==> src/rtl/tw_pkg.sv <==
package tw_pkg;
    localparam int CTRL_W = 8;

    typedef struct packed {
        logic       pullup_en;
        logic       irq_rise;
        logic       src_ext;
        logic       edge_inv;
        logic       pre_wdt;
        logic [2:0] ratio_sel;
    } ctrl_t;

    localparam ctrl_t CTRL_RST = '1;
endpackage

==> src/rtl/tw_edge_src.sv <==
module tw_edge_src (
    input  logic clk,
    input  logic rst_n,
    input  logic pin,
    input  logic edge_inv,
    input  logic src_ext,
    output logic evt
);
    logic lvl;
    logic prev_d, prev_q;

    always_comb begin
        lvl    = pin ^ edge_inv;
        prev_d = lvl;
        evt    = src_ext ? (lvl & ~prev_q) : 1'b1;
    end

    always_ff @(posedge clk or negedge rst_n) begin
        if (!rst_n) prev_q <= 1'b1;
        else        prev_q <= prev_d;
    end
endmodule

==> src/rtl/tw_wdt_base.sv <==
module tw_wdt_base #(
    parameter int BASE_W = 4
) (
    input  logic clk,
    input  logic rst_n,
    input  logic en,
    input  logic clr,
    input  logic tick,
    output logic wrap
);
    localparam logic [BASE_W-1:0] ONE = 1;

    logic [BASE_W-1:0] cnt_d, cnt_q;

    always_comb begin
        cnt_d = cnt_q;
        wrap  = 1'b0;
        if (!en || clr) begin
            cnt_d = '0;
        end else if (tick) begin
            cnt_d = cnt_q + ONE;
            wrap  = &cnt_q;
        end
    end

    always_ff @(posedge clk or negedge rst_n) begin
        if (!rst_n) cnt_q <= '0;
        else        cnt_q <= cnt_d;
    end
endmodule

==> src/rtl/tw_prescaler.sv <==
module tw_prescaler #(
    parameter int PRE_W = 8,
    parameter int SEL_W = 3
) (
    input  logic             clk,
    input  logic             rst_n,
    input  logic             clr,
    input  logic             inc,
    input  logic             wdt_mode,
    input  logic [SEL_W-1:0] sel,
    output logic             tap
);
    localparam int SPAN_W = PRE_W + 1;
    localparam logic [PRE_W-1:0]  ONE      = 1;
    localparam logic [SPAN_W-1:0] SPAN_ONE = 1;
    localparam logic [SEL_W:0]    SH_ONE   = 1;

    typedef struct packed {
        logic [PRE_W-1:0] cnt;
    } pre_state_t;

    pre_state_t s_d, s_q;
    logic [SEL_W:0]    shamt;
    logic [SPAN_W-1:0] span, span_m1;
    logic [PRE_W-1:0]  mask, nxt;

    always_comb begin
        shamt   = wdt_mode ? {1'b0, sel} : ({1'b0, sel} + SH_ONE);
        span    = SPAN_ONE << shamt;
        span_m1 = span - SPAN_ONE;
        mask    = span_m1[PRE_W-1:0];
        nxt     = s_q.cnt + ONE;
        s_d     = s_q;
        tap     = 1'b0;
        if (clr) begin
            s_d.cnt = '0;
        end else if (inc) begin
            s_d.cnt = nxt;
            tap     = ((nxt & mask) == '0);
        end
    end

    always_ff @(posedge clk or negedge rst_n) begin
        if (!rst_n) s_q <= '0;
        else        s_q <= s_d;
    end
endmodule

==> src/rtl/tmr_wdt_shared.sv <==
module tmr_wdt_shared #(
    parameter int DATA_W = 8,
    parameter int PRE_W  = 8,
    parameter int SEL_W  = 3,
    parameter int BASE_W = 4,
    parameter int SYNC_N = 2
) (
    input  logic              clk,
    input  logic              rst_n,
    input  logic              opt_we,
    input  logic [7:0]        opt_wdata,
    output logic [7:0]        opt_q,
    input  logic              tmr_we,
    input  logic [DATA_W-1:0] tmr_wdata,
    output logic [DATA_W-1:0] tmr_q,
    input  logic              ext_pin,
    input  logic              flag_clr,
    output logic              ovf_flag,
    input  logic              wdt_en,
    input  logic              wdt_tick,
    input  logic              wdt_clr,
    output logic              wdt_timeout
);
    import tw_pkg::*;

    localparam logic [DATA_W-1:0] T_ONE = 1;

    typedef struct packed {
        ctrl_t             ctrl;
        logic [DATA_W-1:0] tmr;
        logic [SYNC_N-1:0] sync;
        logic              flag;
        logic              tout;
    } top_state_t;

    top_state_t s_d, s_q;

    logic src_evt, base_wrap, pre_tap;
    logic pre_inc, pre_clr, tmr_evt, wdt_evt;
    logic [SYNC_N-1:0] sync_shift;

    tw_edge_src u_src (
        .clk      (clk),
        .rst_n    (rst_n),
        .pin      (ext_pin),
        .edge_inv (s_q.ctrl.edge_inv),
        .src_ext  (s_q.ctrl.src_ext),
        .evt      (src_evt)
    );

    tw_wdt_base #(.BASE_W(BASE_W)) u_base (
        .clk  (clk),
        .rst_n(rst_n),
        .en   (wdt_en),
        .clr  (wdt_clr),
        .tick (wdt_tick),
        .wrap (base_wrap)
    );

    tw_prescaler #(.PRE_W(PRE_W), .SEL_W(SEL_W)) u_pre (
        .clk     (clk),
        .rst_n   (rst_n),
        .clr     (pre_clr),
        .inc     (pre_inc),
        .wdt_mode(s_q.ctrl.pre_wdt),
        .sel     (s_q.ctrl.ratio_sel),
        .tap     (pre_tap)
    );

    generate
        if (SYNC_N == 1) begin : g_sync1
            assign sync_shift = tmr_evt;
        end else begin : g_syncn
            assign sync_shift = {s_q.sync[SYNC_N-2:0], tmr_evt};
        end
    endgenerate

    always_comb begin
        pre_clr = tmr_we | wdt_clr;
        pre_inc = s_q.ctrl.pre_wdt ? base_wrap : src_evt;
        tmr_evt = s_q.ctrl.pre_wdt ? src_evt   : pre_tap;
        wdt_evt = s_q.ctrl.pre_wdt ? pre_tap   : base_wrap;

        s_d = s_q;
        if (opt_we) s_d.ctrl = ctrl_t'(opt_wdata);

        s_d.flag = s_q.flag & ~flag_clr;
        if (tmr_we) begin
            s_d.tmr  = tmr_wdata;
            s_d.sync = '0;
        end else begin
            s_d.sync = sync_shift;
            if (s_q.sync[SYNC_N-1]) begin
                s_d.tmr = s_q.tmr + T_ONE;
                if (&s_q.tmr) s_d.flag = 1'b1;
            end
        end

        s_d.tout = wdt_evt & wdt_en;
    end

    always_ff @(posedge clk or negedge rst_n) begin
        if (!rst_n) begin
            s_q.ctrl <= CTRL_RST;
            s_q.tmr  <= '0;
            s_q.sync <= '0;
            s_q.flag <= 1'b0;
            s_q.tout <= 1'b0;
        end else begin
            s_q <= s_d;
        end
    end

    assign opt_q       = s_q.ctrl;
    assign tmr_q       = s_q.tmr;
    assign ovf_flag    = s_q.flag;
    assign wdt_timeout = s_q.tout;
endmodule

==> config.mk <==
export PLATFORM = sky130hd
export DESIGN_NAME = tmr_wdt_shared
export DESIGN_NICKNAME = d
export VERILOG_FILES = /design/src/rtl/tw_pkg.sv /design/src/rtl/tw_edge_src.sv /design/src/rtl/tw_wdt_base.sv /design/src/rtl/tw_prescaler.sv /design/src/rtl/tmr_wdt_shared.sv
export SDC_FILE = /design/constraint.sdc
export NUM_CORES = 1
export LEC_CHECK = 0
export ABC_AREA = 1
export BUFFER_PORTS_ARGS = -buffer_cell sky130_fd_sc_hd__buf_2
export CORE_MARGIN = 4
export CORE_UTILIZATION = 54
export DETAILED_ROUTE_END_ITERATION = 8
export GPL_ROUTABILITY_DRIVEN = 0
export PLACE_DENSITY = 0.75
export SETUP_SLACK_MARGIN = 0.02
export SLEW_MARGIN = 10
export SYNTH_ARGS = -nofsm -noshare
export SYNTH_HDL_FRONTEND = slang
export SYNTH_SLANG_ARGS = --single-unit
==> constraint.sdc <==
create_clock -name clk -period 2.7 [get_ports clk]
set_clock_uncertainty 0.05 [all_clocks]
set_input_delay 0.405 -clock clk [delete_from_list [all_inputs] [get_ports clk]]
set_output_delay 0.405 -clock clk [all_outputs]
set_load 0.02 [all_outputs]
Word-level counts from Yosys, hierarchy flattened

Cells that the tools add are included.

$add $sub $neg: 5
Bitwise logic cells: 8
Mux-type cells: 18
Reductions and logical operators: 8
Shift operators: 1

Operators with widths:

| kind                  | number |
|---|---|
| $mux W8               | 3 |
| $add A8 B1 Y8 const B | 2 |
| $mux W4               | 3 |
| $mux W1               | 11 |
| $mux W10              | 1 |
| $and A8 B8 Y8         | 1 |
| $logic_not A8 Y1      | 1 |
| $reduce_and A8 Y1     | 1 |
| $shl A1 B4 Y8 const A | 1 |
| $sub A8 B1 Y8 const B | 1 |
| $reduce_bool A2 Y1    | 3 |
| $add A3 B1 Y4 const B | 1 |
| $add A4 B1 Y4 const B | 1 |
| $reduce_and A4 Y1     | 1 |
| $and A1 B1 Y1         | 3 |
| $not A1 Y1            | 2 |
| $logic_not A1 Y1      | 1 |
| $logic_or A1 B1 Y1    | 1 |
| $or A1 B1 Y1          | 1 |
| $xor A1 B1 Y1         | 1 |

Word-level logic and storage cells: 53
Register bits after elaboration: 33
Output and inout bits: 18

Longest topological paths before layout

Word-level depth: 10
Depth in mapped cells: 14

Modules after synthesis

From an unflattened synthesis, not the netlist that was laid out.

Cells, all modules: 264
Area, all modules: 2098.3 um^2

By module, submodules not included:

| module         | seq. area each (um^2) | area an instance (um^2) | cells each | instances |
|---|---|---|---|---|
| tmr_wdt_shared | 510.5                 | 1083.5                  | 118        | 1 |
| tw_prescaler   | 200.2                 | 750.7                   | 111        | 1 |
| tw_wdt_base    | 100.1                 | 203.9                   | 26         | 1 |
| tw_edge_src    | 26.3                  | 60.1                    | 9          | 1 |

Least setup slack after synthesis

No wires, ideal clock.

Path kind: register -> register
Start: register s_q, in the netlist opt_q[0]
End: register s_q[2] (netlist name)
Path slack: 0.682 ns
Cell stages (with the launch flop): 14
Path buffers: 0
Period minus slack after synthesis: 2.018 ns
Arrival time: 1.890 ns
Path through: dfstp_2 > ha_1 > nand2_2 > nand2_2 > nor2_1 > nand2_2 > ha_1 > inv_1 > nor2_1 > nand2_1 > nand2_1 > a21oi_1 > nand3_1 > a21oi_1

RTL lines:

| what               | RTL line             | text |
|---|---|---|
| start: declaration | tmr_wdt_shared.sv:36 | `top_state_t s_d, s_q;` |

==> metrics.yaml <==
run_status: "finished, final reports clean"
io_buffers: 42
first_global_vias: 1580
cpLargestDelayFamily: "simple AND/OR/NAND/NOR gates"
ys_ff_latch: 33
reg2reg_from: "opt_q[1]"
yosysWarnings: 0
syn_area_per_cell_um2: 7.87
antenna_cells: 0
synth_nets: 287
vias: 1661
critical_path_arrival_ns: 2.39
synthDistinctLibCells: 31
crit_chain: "ha_1, nand2_2, nand2_2, nor2_1, nand2_2, ha_1, inv_1, nor2_1, nand2_1, nand2_1, a21oi_1, nand3_1, a21oi_1"
critPathBufInv: 1
postCtsSetupRepairBufs: 0
clk_latency_ns: 0.28
cts_hold_buf: 0
start_kind: "flip-flop"
cts_tree: "yes"
detail_route.wl_per_cell_um: 11.8
vdd_drop_max_uv: 347
rsz0062_at_grt: "false"
die_y_um: 69.2
power_density_nw_per_um2: 534
ant_nets: 0
firstDrtPassIters: 4
grt_antenna_before_repair: 0
cap_violations: 0
grt_first_pass_wirelength_um: 6840
drt_iter0_drc: 82
tightestPinTransition_ns: 0.702
cts_root_buf: "clkbuf_8"
slew_headroom_pct: 53.2
combPwrFrac_pct: 22.8
drc: 0
cts-htree-levels: 2
grt_overflow: 0
fmax_ghz: 0.448
drv_slew: 0
dp_hpwl_um: 3020
fin_tns_setup_ns: 0
slowest_stage: "dfstp_2"
crit_type: "flip-flop to flip-flop"
cp_max_fo: 6
critPathCaptureType: "flip-flop"
die_width_um: 69.2
fin_crit_sh_pct: 82.6
cts_resized: 0
cts.sinks: 33
pin_count: 43
pwr-share-seq_pct: 47.3
clkPwrFrac_pct: 29.9
finalSetupViolCount: 0
layout_min_cycle_time_ns: 2.23
clock_path_buffers: 2
wirelength_um: 3940
nNetsFinal: 317
final_layout_size_suffix_gt1_share_pct: 27.4
grt_usage_pct: 17.5
synthCells: 257
worst_path_most_repeated_cell: "nand2_2"
hold_viol: 0
crit_path_start: "opt_q[1]"
area_delta_synth_final_pct: 10.8
worst-r2r-setup-slack_ns: 0.47
routed_via_density: 4.97
power.internal_uw: 813
leakagePower_uw: 0.00111
final_area_um2: 2240
coreArea_um2: 3470
synth-seq-area-share_pct: 41.4
numCtsBuffers: 5
grt_max_degree: 34
max_stage_delay_ns: 0.57
initial_core_util_pct: 58.3
hp-class: "input port to asynchronous set/reset pin"
cts.clk_slew.worst_paths_ns: 0.07
rows: 21
swShare_pct: 32.1
cp.required_ns: 2.86
post_dp_cell_area_um2: 2160
switchingPower_uw: 385
dieArea_um2: 4790
synth_area_um2: 2020
-- synthesized netlist by cell type, drive strengths merged --
library cell / instances / area (µm²)
a31oi: 1 / 6.26
nand3: 26 / 135
nand4: 3 / 18.8
nor4: 1 / 6.26
dfstp: 9 / 236
a21oi: 13 / 68.8
nand2: 52 / 228
clkbuf: 3 / 11.3
nor3: 3 / 15.0
o21ai: 15 / 75.1
mux2: 4 / 45.0
nor2: 33 / 136
xor2: 10 / 87.6
inv: 32 / 120
xnor2: 1 / 8.76
and2: 1 / 6.26
nor3b: 1 / 7.51
a22oi: 1 / 7.51
dfrtp: 24 / 601
o22ai: 2 / 12.5
buf: 16 / 120
o211ai: 1 / 7.51
ha: 5 / 62.6
-- per-stage QoR --
| step | power (µW) | utilization [%] | instances | hold WS, ns | setup slack (ns) |
|---|---|---|---|---|---|
| 4_1_cts | 1220 | 64.6 | 334 | 0.137 | 0.448 |
| 3_5_place_dp | 849 | 62.3 | 326 | 0.412 | 0.486 |
| 3_3_place_gp | 843 | 62.3 | 326 | 0.388 | 0.592 |
| 2_1_floorplan | 795 | - | 257 | 0.0594 | 0.682 |
| 6_report | 1200 | 64.6 | 334 | 0.112 | 0.469 |
| 5_1_grt | 1280 | 64.6 | 334 | 0.170 | 0.246 |
-- routing by layer --
metal	vias to the layer above	global-route usage (%)	wire length, µm
met4	0	6.51	41
met1	748	22.2	1860
met3	6	5.22	229
li1	871	-	-
met2	36	28.2	1810
met5	-	0	0
-- placed cells by master (no fill, tap or decap), drive strengths merged, types with 2 or more instances in the layout --
cell type / count
a21oi: 13
buf: 42
clkbuf: 6
clkinv: 2
dfrtp: 24
dfstp: 9
ha: 5
inv: 32
mux2: 4
nand2: 52
nand3: 26
nand4: 3
nor2: 33
nor3: 3
o21ai: 15
o22ai: 2
xor2: 10
-- flip-flops by register name, indices dropped and copies added, names as in the netlist --
| name | flops |
|---|---|
| u_src.prev_q | 1 |
| u_pre.s_q | 8 |
| u_base.cnt_q | 4 |
| wdt_timeout | 1 |
| tmr_q | 8 |
| ovf_flag | 1 |
| opt_q | 8 |
| s_q | 2 |
-- worst paths after layout --
| kind | to | cells past startpoint |
|---|---|---|
| max | s_q[2] | 13 |
| min | tmr_q[2] | 1 |
| max reg2reg | s_q[2] | 13 |
| min reg2reg | s_q[3] | 2 |
| max in group asynchronous | u_pre.s_q[6] | 1 |
| min in group clk | ovf_flag | 2 |
-- final cells by class --
| cell class | instances | area, µm² |
|---|---|---|
| clock inverter | 2 | 10.0 |
| inverter | 32 | 120 |
| fill | 330 | 1230 |
| sequential | 33 | 837 |
| multi-input combinational | 173 | 935 |
| tap | 46 | 57.6 |
| timing repair buffer | 42 | 210 |
| clock buffer | 6 | 72.6 |
-- power by group through the flow --
stage	Sequential, µW	Clock, µW	Combinational [µW]
2_1_floorplan	569	0	226
3_5_place_dp	574	0	274
4_1_cts	566	373	276
3_3_place_gp	573	0	270
6_report	566	358	273
5_1_grt	572	394	310
-- cells by family after synthesis --
| family | Yosys count | synth area share [%] |
|---|---|---|
| buf+inv | 51 | 12.4 |
| mux | 4 | 2.23 |
| compound gates | 33 | 8.78 |
| simple gates | 120 | 27.3 |
| fa+ha+maj | 5 | 3.09 |
| xor+xnor | 11 | 4.76 |
| flops | 33 | 41.4 |
No activity file was read; power rests on OpenSTA's default activity.
